<file path="config.mk">
export PLATFORM = sky130hd
export DESIGN_NAME = onewire_master
export DESIGN_NICKNAME = d
export VERILOG_FILES = /design/src/rtl/onewire_master.sv
export SDC_FILE = /design/constraint.sdc
export NUM_CORES = 1
export LEC_CHECK = 0
export CAP_MARGIN = 10
export CORE_UTILIZATION = 42
export DETAILED_ROUTE_END_ITERATION = 7
export PLACE_DENSITY = 0.74
export SLEW_MARGIN = 20
export SYNTH_ARGS = -nofsm -noshare
export SYNTH_HDL_FRONTEND = slang
export SYNTH_SLANG_ARGS = --single-unit
</file>
<file path="constraint.sdc">
create_clock -name clk -period 4.9 [get_ports clk]
set_input_delay 0.49 -clock clk [delete_from_list [all_inputs] [get_ports clk]]
set_output_delay 0.49 -clock clk [all_outputs]
set_load 0.05 [all_outputs]
</file>
<file path="src/rtl/onewire_master.sv">
module onewire_master #(
  parameter int PORTS       = 16,
  parameter int DIV_W       = 16,
  parameter int N_SLOT_LOW0 = 12,
  parameter int N_SLOT_SMP  = 3,
  parameter int N_SLOT_END  = 14,
  parameter int N_RST_LOW   = 96,
  parameter int N_RST_SMP   = 110,
  parameter int N_RST_END   = 192,
  parameter int O_SLOT_LOW0 = 8,
  parameter int O_SLOT_SMP  = 2,
  parameter int O_SLOT_END  = 10,
  parameter int O_RST_LOW   = 48,
  parameter int O_RST_SMP   = 56,
  parameter int O_RST_END   = 96
) (
  input  logic             clk,
  input  logic             rst_n,
  input  logic             bus_sel,
  input  logic             bus_we,
  input  logic [2:0]       bus_addr,
  input  logic [31:0]      bus_wdata,
  output logic [31:0]      bus_rdata,
  output logic             irq,
  input  logic [PORTS-1:0] pad_in,
  output logic [PORTS-1:0] pad_oe
);
  localparam int SEL_W = (PORTS > 1) ? $clog2(PORTS) : 1;
  localparam int T_MAX = (N_RST_END > O_RST_END) ? N_RST_END : O_RST_END;
  localparam int T_W   = $clog2(T_MAX + 1);

  logic [DIV_W-1:0] div_n, div_o, pc;
  logic [T_W-1:0]   t, t_nx, low_len, smp_at, end_at;
  logic [3:0]       port;
  logic             dat, rst_m, ovd, pwr, ien, iflag, busy, txb, line;
  logic [PORTS-1:0] sync1, sync2;
  logic [31:0]      csr_q;

  wire csr_wr = bus_sel &  bus_we & ~bus_addr[2];
  wire div_wr = bus_sel &  bus_we &  bus_addr[2];
  wire csr_rd = bus_sel & ~bus_we & ~bus_addr[2];
  wire tick   = busy && (pc == '0);

  assign t_nx = t + 1'b1;

  always_comb begin
    if (ovd) begin
      low_len = rst_m ? T_W'(O_RST_LOW) : (txb ? T_W'(1) : T_W'(O_SLOT_LOW0));
      smp_at  = rst_m ? T_W'(O_RST_SMP) : T_W'(O_SLOT_SMP);
      end_at  = rst_m ? T_W'(O_RST_END) : T_W'(O_SLOT_END);
    end else begin
      low_len = rst_m ? T_W'(N_RST_LOW) : (txb ? T_W'(1) : T_W'(N_SLOT_LOW0));
      smp_at  = rst_m ? T_W'(N_RST_SMP) : T_W'(N_SLOT_SMP);
      end_at  = rst_m ? T_W'(N_RST_END) : T_W'(N_SLOT_END);
    end
  end

  always_comb begin
    line = 1'b1;
    if (int'(port) < PORTS) line = sync2[port[SEL_W-1:0]];
  end

  genvar i;
  generate
    for (i = 0; i < PORTS; i++) begin : g_pad
      assign pad_oe[i] = busy && (port == 4'(i)) && (t < low_len);
    end
  endgenerate

  always_ff @(posedge clk) begin
    if (!rst_n) begin
      sync1 <= '1;
      sync2 <= '1;
    end else begin
      sync1 <= pad_in;
      sync2 <= sync1;
    end
  end

  always_ff @(posedge clk) begin
    if (!rst_n) begin
      div_n <= '0; div_o <= '0; pc <= '0; t <= '0; port <= '0;
      dat <= 1'b0; rst_m <= 1'b0; ovd <= 1'b0; pwr <= 1'b0;
      ien <= 1'b0; iflag <= 1'b0; busy <= 1'b0; txb <= 1'b0;
    end else begin
      if (div_wr) begin
        div_n <= bus_wdata[DIV_W-1:0];
        div_o <= bus_wdata[16 +: DIV_W];
      end
      if (csr_rd) iflag <= 1'b0;
      if (csr_wr && !busy) begin
        dat   <= bus_wdata[0];
        rst_m <= bus_wdata[1];
        ovd   <= bus_wdata[2];
        pwr   <= bus_wdata[4];
        ien   <= bus_wdata[7];
        port  <= bus_wdata[11:8];
        if (bus_wdata[3]) begin
          busy <= 1'b1;
          txb  <= bus_wdata[0];
          t    <= '0;
          pc   <= bus_wdata[2] ? div_o : div_n;
        end
      end
      if (busy) begin
        if (tick) begin
          pc <= ovd ? div_o : div_n;
          t  <= t_nx;
          if (t_nx == smp_at) dat <= line;
          if (t_nx == end_at) begin
            busy  <= 1'b0;
            iflag <= 1'b1;
          end
        end else begin
          pc <= pc - 1'b1;
        end
      end
    end
  end

  assign csr_q     = {20'd0, port, ien, iflag, 1'b0, pwr, busy, ovd, rst_m, dat};
  assign bus_rdata = bus_addr[2] ? ((32'(div_o) << 16) | 32'(div_n)) : csr_q;
  assign irq       = iflag & ien;
endmodule

</file>
==> results of run 1 <==
final timing paths:
path	start	to	slack (ns)	cells past startpoint
worst min register to register	sync1[10]	sync2[10]	0.41	1
worst max register to register	t[0]	busy	2.28	7
worst min-delay path	sync1[10]	sync2[10]	0.41	1
worst max-delay path	rst_m	pad_oe[4]	0.87	7
kinds of logic after synthesis:
logic type,count (synthesis)
simple gates,287
compound gates,112
flops,100
mux,52
buf+inv,51
xor+xnor,19
fa+ha+maj,8
cell usage in the layout, fill, tap and decap left out, types with 6 or more instances in the layout:
cell,instances
clkdlybuf4s50_1,100
clkbuf_16,9
buf_4,9
or3_1,7
nand3_1,10
a21boi_0,45
xor2_1,9
ha_1,8
a31oi_1,6
mux2i_1,32
mux2_2,15
nor2b_1,14
nor3_1,8
o21ai_0,23
nand2b_1,38
xnor2_1,9
dfxtp_1,100
and2_1,24
nor2_1,17
nand2_1,122
nor4_1,21
state kept, by name, indices dropped and copies added, names as in the netlist, 4 cells and up:
name / count
div_n: 16
div_o: 16
pc: 16
port: 4
sync1: 16
sync2: 16
t: 8
metrics by stage:
stage | cell area [um2] | total power (W) | hold WS (ns) | cells | setup slack, ns
global route | 6730 | 0.00193 | 0.416 | 877 | 0.614
CTS | 6730 | 0.00187 | 0.408 | 877 | 0.825
floorplan | 5360 | 0.00109 | 0.386 | 629 | 0.843
global placement | 6440 | 0.00118 | 0.392 | 861 | 1.36
detailed placement | 6440 | 0.00119 | 0.392 | 861 | 1.20
finish | 6730 | 0.00186 | 0.407 | 877 | 0.866
worst max-delay path, stage by stage, from the launching register on:
cell and delay, ns:
dfxtp_1 0.53, nor2b_1 0.41, inv_1 0.09, ha_1 0.30
a211oi_1 0.26, nand2_1 0.33, nor4_1 0.41, clkdlybuf4s50_1 0.87
power breakdown:
part / switching (W) / internal (W)
clock network: 0.000329 / 0.000352
logic: 0.000161 / 0.000143
registers: 0.0000290 / 0.000844
total: 0.000519 / 0.00134
cell type report:
| cell class | count | share of cell area [%] |
|---|---|---|
| flip-flops and latches | 100 | 29.8 |
| repair buffers | 110 | 16.0 |
| multi-input cells | 478 | 46.7 |
| clock buffers | 9 | 3.35 |
| inverters | 5 | 0.279 |
| well taps | 168 | 3.13 |
| clock inverters | 7 | 0.856 |
metal layers:
metal / track usage, % / vias to the layer above / part of all wire (%)
met3: 4.06 / 16 / 5.3
met1: 27.9 / 2284 / 44
met2: 38.7 / 146 / 49
met5: 0 / - / 0
met4: 7.01 / 0 / 1.6
li1: - / 2341 / -
==> impl_metrics.yaml, run 1 <==
status:
  outcome: "finished, final reports clean"
route:
  wirelength_um: 14300
  drt_first_pass_iters: 6
  wl_per_cell_um: 16.3
  vias: 4787
  via_per_inst: 5.46
  drt_iter0_drc: 466
  drc: 0
  ant_nets: 0
yosys:
  synthAdderAreaFrac_pct: 1.87
  synth_flop_cell: "dfxtp_1"
  syn_area_per_cell_um2: 8.52
  synth.top_cell.area_share_pct: 37.4
  synth_most_common_cell: "nand2_1"
  synthXorXnorAreaFrac_pct: 3.36
  syn_area_um2: 5360
  synth-compound-area-share_pct: 14.8
  ys.warnings.count: 0
  post_synth_main_area_contributors: "dfxtp_1 (37%), nand2_1 (8.5%), a21boi_0 (6.3%)"
  synth-simple-area-share_pct: 27.3
  yosys_register_bits: 100
  synth_cells: 629
  synth_edf_count: 0
  yosysTopAreaCell: "dfxtp_1"
  ys_seq_area_share_pct: 37.4
  mappedNetlistNets: 692
  synth_commonest_cells: "nand2_1 (122), dfxtp_1 (100), a21boi_0 (45)"
  synth_mux_area_share_pct: 11.2
  synth_cell_types: 58
  synthArstFlopShare_pct: 0
  synth_top_family_by_area: "simple AND/OR/NAND/NOR gates"
finish:
  seq_area_um2: 2000
  diodes: 0
  syn_to_final_growth_pct: 25.5
  nets: 767
  fillCellCount: 1114
  multi_input_comb_area_um2: 3140
  final_util_pct: 55.1
  layout-drive-gt1-share_pct: 8.46
floorplan:
  start_util_pct: 43.9
  die_area_um2: 13200
  rows: 40
  ios: 104
  fp.dieH_um: 115
  die_w_um: 115
  core_area_um2: 12200
timing:
  finClkSkew_ns: 0.00450
  max_freq_ghz: 0.248
  setup_viol: 0
  fin_crit_sh_pct: 82.3
  rsz0062_at_grt: "false"
  finalSetupTns_ns: 0
  worst_slew_pin_slew_ns: 1.12
  hold_viol: 0
  drv_slew: 0
  relSlewSlack_pct: 25.4
  period_needed_ns: 4.03
grt:
  grt-ovfl-total: 0
  groute.usage.overall_pct: 22.2
  antenna_found_initial: 0
  grt_pass1_wl_um: 22800
  grt_pass1_vias: 4486
  grt_max_degree: 58
clock_tree:
  cts_sinks: 100
  cts_max_level: 3
  numCtsBuffers: 9
  cts_hold_buf: 0
  clock_latency_ns: 0.34
  cts_setup_buffers: 0
  clock_tree.buffer_depth: 2
  post_cts_resized: 0
  root_buffer: "clkbuf_16"
  cts_tree: "yes"
  clk_pin_slew_ns: 0.07
placed_design:
  portBuffers: 101
  routabilityCongestion: 0.859
  dp_hpwl_um: 10100
power:
  p_per_area_nw_per_um2: 276
  p_leak_nw: 2.36
  ir_worst_vdd_uv: 205
critical_path:
  worstPathRequired_ns: 4.41
  setup.worst_path.start_class: "flop"
  arrival_ns: 3.54
  critPathCaptureType: "output pin"
  critPathKind: "reg -> out"
  crit_path_max_fanout: 16
worst_hold_path:
  hold_path.class: "reg -> reg"
job:
  cap_violations: 0
No activity file was read; power rests on OpenSTA's default activity.
==> run 2, diff against run 1 <==
- PLACE_DENSITY: 0.74 -> 0.76
- clock period: 4.9 -> 3.28 ns (I/O delays scaled with it)
==> run 2 against run 1 <==
Compared with the run above:
- design area up 5.5%
- setup slack worse by 0.74 ns
- clock power up 63%
- sequential cell count unchanged
- critical path depth up 1
- power up 55%
- sequential share of layout area down 1.5 points
- via count up 1.5%
- critical path type unchanged
- largest power group unchanged
- highest routed layer unchanged
==> impl_metrics.yaml, run 2 (same netlist as run 1, synthesis figures left out) <==
status:
  outcome: "finished, final reports clean"
finish:
  layout-drive-gt1-share_pct: 15.7
  mostFrequentLayoutCells: "nand2_1 (122), dfxtp_1 (99), clkdlybuf4s50_1 (67)"
  final_common_cell: "nand2_1"
  fillCellCount: 1064
  syn_to_final_growth_pct: 32.4
  seq_area_um2: 2000
  nets: 771
  diodes: 0
  fin_cells: 881
  multi_input_comb_area_um2: 3310
grt:
  antenna_found_initial: 0
  grt-ovfl-total: 0
  grt_pass1_vias: 4727
  groute.usage.overall_pct: 22.5
  grt_max_degree: 63
  grt_pass1_wl_um: 23300
critical_path:
  crit_path_max_fanout: 16
  endpoint: "pad_oe[15]"
  critPathCaptureType: "output pin"
  slowest_stage: "nor4_1"
  regToRegSetupSlack_ns: 0.65
  crit_start: "ovd"
  worstReg2RegEnd: "busy"
  critPathMaxStageDelay_ns: 0.52
  worstPathRequired_ns: 2.95
  critPathKind: "reg -> out"
  r2r_start: "t[0]"
  crit_family: "simple AND/OR/NAND/NOR gates"
  crit_buf_inv: 1
  ff2ff_path_depth: 7
  path_cells: "or3_1, ha_1, a21o_1, a21o_1, a21oi_2, nor2_4, nor4_1, buf_12"
  arrival_ns: 2.82
  crit_cells: 8
  setup.worst_path.start_class: "flop"
  crit_top_cell: "a21o_1"
route:
  drt_iter0_drc: 355
  ant_nets: 0
  wl_per_cell_um: 16.3
  wirelength_um: 14400
  vias: 4859
  via_per_inst: 5.52
  drt_first_pass_iters: 6
  drc: 0
timing:
  finalSetupTns_ns: 0
  hold_viol: 0
  relSlewSlack_pct: 47.4
  max_freq_ghz: 0.317
  rsz0062_at_grt: "false"
  drv_slew: 0
  setup_viol: 0
  period_needed_ns: 3.15
  finClkSkew_ns: 0.00910
  worst_slew_pin_slew_ns: 0.787
  fin_crit_sh_pct: 96.1
clock_tree:
  clock_latency_ns: 0.35
  cts_setup_buffers: 0
  cts_sinks: 100
  clk_pin_slew_ns: 0.07
  numCtsBuffers: 9
  clock_tree.buffer_depth: 2
  cts_tree: "yes"
  cts_hold_buf: 0
  cts_max_level: 3
  root_buffer: "clkbuf_16"
floorplan:
  fp.dieH_um: 115
  start_util_pct: 43.9
  die_area_um2: 13200
  die_w_um: 115
  ios: 104
  rows: 40
  core_area_um2: 12200
power:
  ir_worst_vdd_uv: 232
  p_leak_nw: 2.52
  p_per_area_nw_per_um2: 407
worst_hold_path:
  hold_path.class: "reg -> reg"
placed_design:
  dp_hpwl_um: 10300
  portBuffers: 101
  routabilityCongestion: 0.852
  dp.cells: 865
job:
  cap_violations: 0
## run 2: cell types whose count changed in the layout (fill, tap and decap cells not counted), moves of 5 or more
cell | previous run | this run
clkdlybuf4s50_1 | 100 | 67
nor4_1 | 21 | 7
buf_12 | 0 | 17
buf_4 | 9 | 29
nor4_4 | 0 | 9
nor4_2 | 1 | 6
## run 2: routing by layer
layer / track usage (%) / up-vias / wire length [um]
met2: 37.1 / 183 / 6910
li1: - / 2335 / -
met4: 9.35 / 0 / 285
met5: 0 / - / 0
met3: 3.58 / 29 / 854
met1: 29.3 / 2312 / 6340
## run 2: how the worst min path moves through the flow
stage,start,to,slack (ns),cells past startpoint
after global routing,sync1[12],sync2[12],0.42,1
final,sync1[8],sync2[8],0.41,1
after detailed placement,sync1[8],sync2[8],0.39,1
after CTS,sync1[8],sync2[8],0.41,1
after global placement,sync1[10],sync2[10],0.39,1
after floorplan,sync1[0],sync2[0],0.39,1
## run 2: final cells by class
| class | count | share of cell area [%] |
|---|---|---|
| inverter | 5 | 0.265 |
| timing repair buffer | 114 | 17.4 |
| clock buffer | 9 | 3.18 |
| tap | 168 | 2.96 |
| sequential | 100 | 28.2 |
| multi-input combinational | 478 | 46.7 |
| clock inverter | 7 | 1.29 |
## run 2: through the flow
stage | hold WS, ns | area, um2 | worst slack (ns) | util (%) | total power [W]
floorplan | 0.386 | 5500 | -0.499 | - | 0.00163
global placement | 0.392 | 6750 | 0.274 | 55.2 | 0.00178
detailed placement | 0.393 | 6750 | 0.199 | 55.2 | 0.00179
CTS | 0.410 | 7070 | 0.0703 | 57.9 | 0.00289
global route | 0.422 | 7090 | 0.0270 | 58.1 | 0.00300
finish | 0.408 | 7090 | 0.129 | 58.1 | 0.00289
## run 2: what timing repair did
item / CTS / global route
setup endpoints to repair: 16 / 7
endpoints found under the hold margin: 0 / 0
gates resized for setup: 1 / 5
## run 2: power breakdown
group	leakage [nW]	total [W]	internal [W]	switching (W)
Clock	0.151	0.00111	0.000610	0.000501
Combinational	1.55	0.000467	0.000220	0.000247
Sequential	0.818	0.00131	0.00126	0.0000471
## run 2: worst reg2reg max path, delay by kind of cell (launching register included)
family	cells	cell delay [ns]
simple gates	5	1.32
fa+ha+maj	1	0.31
flops	1	0.55
compound gates	1	0.36
